[src/rtl/sbu_pkg.sv]
package sbu_pkg;
  localparam int unsigned DATA_W  = 8;
  localparam int unsigned OPC_W   = 8;
  localparam int unsigned TAG_W   = 5;
  localparam int unsigned FLAGS_W = 4;
  localparam logic [TAG_W-1:0] BR_TAG = 5'b10000;

  typedef struct packed {
    logic neg;
    logic zero;
    logic carry;
    logic ovf;
  } flags_t;

  typedef enum logic [1:0] {
    SEL_NEG   = 2'b00,
    SEL_ZERO  = 2'b01,
    SEL_CARRY = 2'b10,
    SEL_OVF   = 2'b11
  } flag_sel_e;
endpackage

[src/rtl/sbu_flag_gen.sv]
module sbu_flag_gen
  import sbu_pkg::*;
#(
  parameter int unsigned W = DATA_W
) (
  input  logic [W-1:0] result,
  input  logic         carry_in,
  input  logic         ovf_in,
  output flags_t       flags_d
);
  localparam int unsigned MSB = W - 1;

  always_comb begin
    flags_d.neg   = result[MSB];
    flags_d.zero  = ~(|result);
    flags_d.carry = carry_in;
    flags_d.ovf   = ovf_in;
  end
endmodule

[src/rtl/sbu_flag_reg.sv]
module sbu_flag_reg
  import sbu_pkg::*;
(
  input  logic   clk,
  input  logic   rst_n,
  input  logic   load,
  input  flags_t flags_d,
  output flags_t flags_q
);
  flags_t flags_nxt;

  always_comb begin
    flags_nxt = flags_q;
    if (load) flags_nxt = flags_d;
  end

  always_ff @(posedge clk or negedge rst_n) begin
    if (!rst_n) flags_q <= '0;
    else        flags_q <= flags_nxt;
  end

  AST_HOLD_NO_LOAD: assert property (@(posedge clk) disable iff (!rst_n)
    !load |=> $stable(flags_q));
endmodule

[src/rtl/sbu_branch_dec.sv]
module sbu_branch_dec
  import sbu_pkg::*;
(
  input  logic [OPC_W-1:0] opcode,
  input  flags_t           flags,
  output logic             is_branch,
  output logic             taken
);
  localparam int unsigned POL_BIT = TAG_W;

  flag_sel_e sel;
  logic      picked;

  always_comb begin
    is_branch = (opcode[TAG_W-1:0] == BR_TAG);
    sel       = flag_sel_e'(opcode[OPC_W-1:OPC_W-2]);
    unique case (sel)
      SEL_NEG:   picked = flags.neg;
      SEL_ZERO:  picked = flags.zero;
      SEL_CARRY: picked = flags.carry;
      SEL_OVF:   picked = flags.ovf;
      default:   picked = 1'b0;
    endcase
    taken = is_branch & (picked == opcode[POL_BIT]);
  end
endmodule

[src/rtl/status_branch_unit.sv]
module status_branch_unit
  import sbu_pkg::*;
(
  input  logic              clk,
  input  logic              rst_n,
  input  logic [DATA_W-1:0] alu_result,
  input  logic              alu_carry,
  input  logic              alu_ovf,
  input  logic              flag_we,
  input  logic [OPC_W-1:0]  opcode,
  output logic [FLAGS_W-1:0] flags_q,
  output logic              is_branch,
  output logic              branch_taken
);
  flags_t flags_d;
  flags_t flags_r;
  logic   load;

  sbu_flag_gen #(.W(DATA_W)) u_gen (
    .result   (alu_result),
    .carry_in (alu_carry),
    .ovf_in   (alu_ovf),
    .flags_d  (flags_d)
  );

  assign load = flag_we & ~is_branch;

  sbu_flag_reg u_reg (
    .clk     (clk),
    .rst_n   (rst_n),
    .load    (load),
    .flags_d (flags_d),
    .flags_q (flags_r)
  );

  sbu_branch_dec u_dec (
    .opcode    (opcode),
    .flags     (flags_r),
    .is_branch (is_branch),
    .taken     (branch_taken)
  );

  assign flags_q = flags_r;

  AST_NEG_LOAD: assert property (@(posedge clk) disable iff (!rst_n)
    (flag_we && opcode[4:0] != 5'b10000) |=> flags_q[3] == $past(alu_result[DATA_W-1]));
  AST_ZERO_LOAD: assert property (@(posedge clk) disable iff (!rst_n)
    (flag_we && opcode[4:0] != 5'b10000) |=> flags_q[2] == ($past(alu_result) == '0));
  AST_CV_LOAD: assert property (@(posedge clk) disable iff (!rst_n)
    (flag_we && opcode[4:0] != 5'b10000) |=> flags_q[1:0] == {$past(alu_carry), $past(alu_ovf)});
  AST_BRANCH_KEEPS: assert property (@(posedge clk) disable iff (!rst_n)
    (opcode[4:0] == 5'b10000) |=> $stable(flags_q));
  AST_NO_BRANCH_NO_TAKE: assert property (@(posedge clk) disable iff (!rst_n)
    !is_branch |-> !branch_taken);
endmodule

[config.mk]
export PLATFORM = sky130hd
export DESIGN_NAME = status_branch_unit
export DESIGN_NICKNAME = d
export VERILOG_FILES = /design/src/rtl/sbu_pkg.sv /design/src/rtl/sbu_flag_gen.sv /design/src/rtl/sbu_flag_reg.sv /design/src/rtl/sbu_branch_dec.sv /design/src/rtl/status_branch_unit.sv
export SDC_FILE = /design/constraint.sdc
export NUM_CORES = 1
export LEC_CHECK = 0
export BUFFER_PORTS_ARGS = -buffer_cell sky130_fd_sc_hd__buf_2
export CAP_MARGIN = 15
export CORE_AREA = 2 2 39 41
export DETAILED_ROUTE_END_ITERATION = 10
export DIE_AREA = 0 0 41 43
export REMOVE_ABC_BUFFERS = 1
export SLEW_MARGIN = 10
export SYNTH_ARGS = -nofsm -noshare
export SYNTH_HDL_FRONTEND = slang
export SYNTH_SLANG_ARGS = --single-unit
[constraint.sdc]
create_clock -name clk -period 1.55 [get_ports clk]
set_input_delay 0.0775 -clock clk [delete_from_list [all_inputs] [get_ports clk]]
set_output_delay 0.0775 -clock clk [all_outputs]
set_load 0.01 [all_outputs]
==> qor.yml, run 1 <==
drt_iter0_drc: 0
relSlewSlack_pct: 84.43
maxCapViolations: 0
synth_seq_area_share_pct: 43.96
period_needed_ns: 1.523
regToRegStartpoint: "u_reg.flags_q[3]$_DFFE_PN0P_"
grt_pass1_wl_um: 945
grt_util_met1_pct: 8.581
cts_tree: "yes"
drv_slew: 0
fmax_mhz: 656.7
synth_seq_cells: 4
power.share.clock_pct: 37.7
ir_worst_vdd_mv: 0.2987
place_inst: 62
arrival_ns: 1.45
synthSimpleGateAreaFrac_pct: 15.93
rsz0062_at_grt: "true"
p_int_mw: 0.2550
remaining_drc_errors: 0
gp_congestion: 0.6778
rows: 14
dieArea_um2: 1763
grt_pass1_vias: 263
vias_per_cell: 4.071
skew_ns: 0
fillers: 149
antenna_cells: 0
hpwl_um: 532.3
grt_remaining_overflow: 0
synthCells: 20
routedWlPerCell_um: 8.686
clock_latency_ns: 0.23
dpl_cell_area_um2: 377.9
startpoint: "u_reg.flags_q[0]$_DFFE_PN0P_"
core_area_um2: 1384
fin_crit_sh_pct: 98.24
pin_count: 27
grt_max_degree: 5
required_ns: 1.47
grt.busiest_layer: "met2"
cts_buffer_depth: 2
nets: 77
finalSetupViolCount: 0
clock_sinks: 4
synth_top_family_by_area: "multiplexers"
drt-pass1-iter-count: 1
pwr-share-seq_pct: 36.1
hold_violations: 0
net-switching-power_mw: 0.07055
ant_nets: 0
worstMarginPinSlew_ns: 0.2314
swShare_pct: 21.67
worstRegToRegCells: 2
synthAdderAreaFrac_pct: 0
largest-register: "u_reg.flags_q"
clkTransAtPathRegs_ns: 0.03
fin_cells: 70
crit_path_end_kind: "output port"
port_buffers: 26
dieHeight_um: 43
vias: 285
cts_resized: 0
worstReg2RegEnd: "u_reg.flags_q[3]$_DFFE_PN0P_"
drive_gt1_share_pct: 70.37
reg_top3: "u_reg.flags_q: 4 flops"
die_w_um: 41
finalInstanceArea_um2: 440.4
hold_path.class: "in2reg"
synth.area.mux_share_pct: 29.12
grt.met3_usage_pct: 4.712
grt.total_usage_pct: 8.401
area_growth_pct: 93.41
synth_cell_types: 12
finalWirelength_um: 608
largest_register_ffs: 4
rrSetupSlack_ns: 0.68
ys.warnings.count: 0
critical_path.endpoint: "branch_taken"
path_max_fanout: 2
initial_core_util_pct: 16.46
fin_util_pct: 31.83
synth-xor-area-share_pct: 3.846
cts_root_buffer: "clkbuf_4"
status: "finished, final reports clean"
p_comb_share_pct: 26.2
syn_avg_cell_area_um2: 11.39
syn_area_um2: 227.7
cp-start-kind: "register"
antenna_found_initial: 0
grt_use_met2_pct: 12.19
cellPowerDensity_nw_per_um2: 739.2
p_leak_nw: 0.2433
htreeDepth: 1
path_class: "reg2out"
numCtsBuffers: 3
synth_compound_area_share_pct: 3.846
-- worst max-delay path, stage by stage, from the launching register on --
cell,delay [ns]
dfrtp_1,0.36
mux4_2,0.47
xnor2_1,0.13
and2_1,0.12
buf_2,0.13
-- how the worst min path moves through the flow --
stage / start / endpoint / slack, ns / cells past startpoint
global placement: rst_n / u_reg.flags_q[3]$_DFFE_PN0P_ / -0.11 / 1
CTS: alu_carry / u_reg.flags_q[1]$_DFFE_PN0P_ / 0.08 / 2
finish: alu_carry / u_reg.flags_q[1]$_DFFE_PN0P_ / 0.09 / 2
detailed placement: rst_n / u_reg.flags_q[3]$_DFFE_PN0P_ / -0.11 / 1
floorplan: rst_n / u_reg.flags_q[0]$_DFFE_PN0P_ / -0.22 / 0
global route: alu_ovf / u_reg.flags_q[0]$_DFFE_PN0P_ / 0.08 / 2
-- what timing repair did --
| item | 4_1_cts | 5_1_grt |
|---|---|---|
| endpoints found under the setup margin | 1 | 1 |
| hold buffers | 1 | 0 |
| buffers inserted | 4 | 0 |
| pin swaps | 2 | 1 |
| hold endpoints to repair | 4 | 0 |
-- stage by stage --
step | TNS (ns) | worst slack (ns) | hold slack (ns) | total power, mW
floorplan | 0 | 0.2931 | -0.2181 | 0.1512
global placement | 0 | 0.2229 | -0.1126 | 0.1905
detailed placement | 0 | 0.2263 | -0.1125 | 0.1915
CTS | 0 | 0.005807 | 0.07993 | 0.3346
global route | -0.02971 | -0.02971 | 0.08181 | 0.3485
finish | 0 | 0.02730 | 0.08621 | 0.3256
-- layout by cell type (no fill, tap or decap) --
cell type / synthesis / final
dfrtp_1: 4 / 4
xnor2_1: 1 / 1
dlygate4sd3_1: 0 / 1
clkbuf_4: 0 / 3
mux2i_1: 1 / 1
mux4_2: 1 / 1
nor4_1: 2 / 2
buf_2: 0 / 26
and2_1: 1 / 1
a31o_2: 1 / 1
inv_1: 2 / 2
nand2_1: 1 / 1
and3_1: 1 / 1
mux2_2: 3 / 3
buf_4: 0 / 4
nor2_1: 2 / 2
-- per-layer routing --
metal  routed length [um]  up-vias  part of all wire, %
li1                     -      141                    -
met1                  218      128                   36
met2                  323       14                   53
met3                   58        2                  9.5
met4                    8        0                  1.3
met5                    0        -                    0
-- synthesized netlist by cell type --
cell type / instances / area, um^2
nor4_1: 2 / 12.51
mux2_2: 3 / 33.78
inv_1: 2 / 7.510
and2_1: 1 / 6.260
xnor2_1: 1 / 8.760
and3_1: 1 / 6.260
nand2_1: 1 / 3.750
nor2_1: 2 / 7.510
mux2i_1: 1 / 10.01
a31o_2: 1 / 8.760
mux4_2: 1 / 22.52
dfrtp_1: 4 / 100.1
-- final cells by class --
class | count | area [um^2] | area share [%]
timing repair buffer | 31 | 170.2 | 38.64
multi-input combinational | 14 | 120.1 | 27.27
sequential | 4 | 100.1 | 22.73
clock buffer | 3 | 22.52 | 5.114
tap | 16 | 20.02 | 4.545
inverter | 2 | 7.507 | 1.705
-- cell families (layout without fill, tap and decap cells) --
group	after synthesis	count (layout)
DFF	4	4
AOI/OAI and AO/OA	1	1
and+or+nand+nor	7	7
muxes	5	5
xor gates and xnor gates	1	1
buffers and inverters	2	36
-- power by group through the flow --
stage	clock network (mW)	registers, mW	logic (mW)
after floorplan	0	0.124	0.0270
after global placement	0	0.121	0.0700
after detailed placement	0	0.121	0.0707
after CTS	0.130	0.118	0.0868
after global routing	0.134	0.119	0.0953
final	0.123	0.118	0.0853
Note: power is estimated with default switching activity, not from simulation.
==> run 2: changes to the inputs <==
Settings changed: PLACE_DENSITY set to 0.45.
==> qor.yml, run 2 (synthesis results as in run 1) <==
antenna_cells: 0  # unchanged
status: "finished, final reports clean"
dieHeight_um: 43  # unchanged
largest_register_ffs: 4  # unchanged
worst_slack_ns: 0.01786  # -0.009438 ns
path_class: "reg2out"
vias_per_cell: 4.171  # +2.5%
fin_crit_sh_pct: 98.85  # +0.61 points
drive_gt1_share_pct: 70.37  # unchanged
p_leak_nw: 0.2433  # unchanged
crit_path_end_kind: "output port"
drt-pass1-iter-count: 2  # +1
routedWlPerCell_um: 9.129  # +5.1%
clkTransAtPathRegs_ns: 0.04  # about the same
htreeDepth: 1  # unchanged
whs_path_depth: 2  # unchanged
rsz0062_at_grt: "true"
hold_violations: 0  # unchanged
cellPowerDensity_nw_per_um2: 756.1  # +2.3%
cts_buffer_depth: 2  # unchanged
grt_remaining_overflow: 0  # unchanged
vias: 292  # +2.5%
grt.total_usage_pct: 9.008  # +0.61 points
path_max_fanout: 2  # unchanged
finalWirelength_um: 639  # +5.1%
hold_path.class: "in2reg"
remaining_drc_errors: 0  # unchanged
ir_worst_vdd_mv: 0.3574  # +20%
antenna_found_initial: 0  # unchanged
largest-register: "u_reg.flags_q"
min_to: "u_reg.flags_q[1]$_DFFE_PN0P_"
final_common_cell: "buf_2"
rrSetupSlack_ns: 0.67  # about the same
drt_iter0_drc: 1  # +1
final_cell_mix: "buf_2, buf_4, dfrtp_1, mux2_2, clkbuf_4"
grt_pass1_vias: 280  # +6.5%
holdWs_ns: 0.07815  # -0.008059 ns
fillers: 157  # +5.4%
preCtsSetupSlack_ns: 0.2189  # -0.007367 ns
ant_nets: 0  # unchanged
dieArea_um2: 1763  # unchanged
numCtsBuffers: 3  # unchanged
grt_max_degree: 5  # unchanged
hold_path.startpoint: "alu_carry"
required_ns: 1.47  # about the same
area_growth_pct: 93.41  # unchanged
period_needed_ns: 1.532  # +0.009438 ns
tns_ns: 0  # unchanged
finalSetupViolCount: 0  # unchanged
core_area_um2: 1384  # unchanged
nets: 77  # unchanged
cts_resized: 0  # unchanged
cts_tree: "yes"
clock_sinks: 4  # unchanged
drv_slew: 0  # unchanged
fmax_mhz: 652.7  # -0.62%
rows: 14  # unchanged
pin_count: 27  # unchanged
cts_root_buffer: "clkbuf_4"
maxCapViolations: 0  # unchanged
initial_core_util_pct: 16.46  # unchanged
die_w_um: 41  # unchanged
grt_pass1_wl_um: 966  # +2.2%
worstRegToRegCells: 2  # unchanged
regToRegStartpoint: "u_reg.flags_q[3]$_DFFE_PN0P_"
worstMarginPinSlew_ns: 0.2483  # +0.01686 ns
relSlewSlack_pct: 83.29  # -1.1 points
gp_congestion: 0.6245  # -7.9%
worstReg2RegEnd: "u_reg.flags_q[3]$_DFFE_PN0P_"
arrival_ns: 1.45  # about the same
clock_latency_ns: 0.23  # about the same
cp-start-kind: "register"
reg_top3: "u_reg.flags_q: 4 flops"
port_buffers: 26  # unchanged
skew_ns: 0  # unchanged
-- run 2: where the power goes --
part	switching (mW)	internal (mW)
logic	0.0305	0.0552
registers	0.00406	0.114
clock network	0.0430	0.0866
-- run 2: worst max-delay path by stage --
stage	end	slack, ns	from	cells after the start
2_1_floorplan	branch_taken	0.29	u_reg.flags_q[0]$_DFFE_PN0P_	3
3_3_place_gp	branch_taken	0.22	u_reg.flags_q[0]$_DFFE_PN0P_	4
3_5_place_dp	branch_taken	0.22	u_reg.flags_q[0]$_DFFE_PN0P_	4
4_1_cts	branch_taken	-0.01	u_reg.flags_q[0]$_DFFE_PN0P_	4
5_1_grt	branch_taken	-0.06	u_reg.flags_q[0]$_DFFE_PN0P_	4
6_report	branch_taken	0.02	u_reg.flags_q[0]$_DFFE_PN0P_	4
-- run 2: final cells by class --
class                           instances  area, um^2  area share [%]
Timing Repair Buffer                   31       170.2           38.64
Multi-Input combinational cell         14       120.1           27.27
Sequential cell                         4       100.1           22.73
Clock buffer                            3       22.52           5.114
Tap cell                               16       20.02           4.545
Inverter                                2       7.507           1.705
-- run 2: critical path, cell delays in order (launching register included) --
cell	delay (ns)
dfrtp_1	0.36
mux4_2	0.47
xnor2_1	0.13
and2_1	0.13
buf_2	0.13
-- run 2: routing by layer --
metal	vias to the layer above	wire length, um	global-route usage (%)
met2	28	246	12.19
met4	0	0	4.000
met5	-	0	0
met1	124	242	8.251
met3	0	150	9.948
li1	140	-	-
-- run 2: through the flow --
step	cell area (um^2)	utilization (%)	total power, mW	cells
floorplan	227.7	-	0.1512	20
global placement	377.9	27.31	0.1914	62
detailed placement	377.9	27.31	0.1916	62
CTS	440.4	31.83	0.3418	70
global route	440.4	31.83	0.3632	70
finish	440.4	31.83	0.3330	70
-- run 2: repair_timing --
action	4_1_cts	5_1_grt
setup buffers	4	0
hold endpoints to repair	4	0
hold buffers	1	0
endpoints found under the setup margin	1	1
pin swaps	2	1
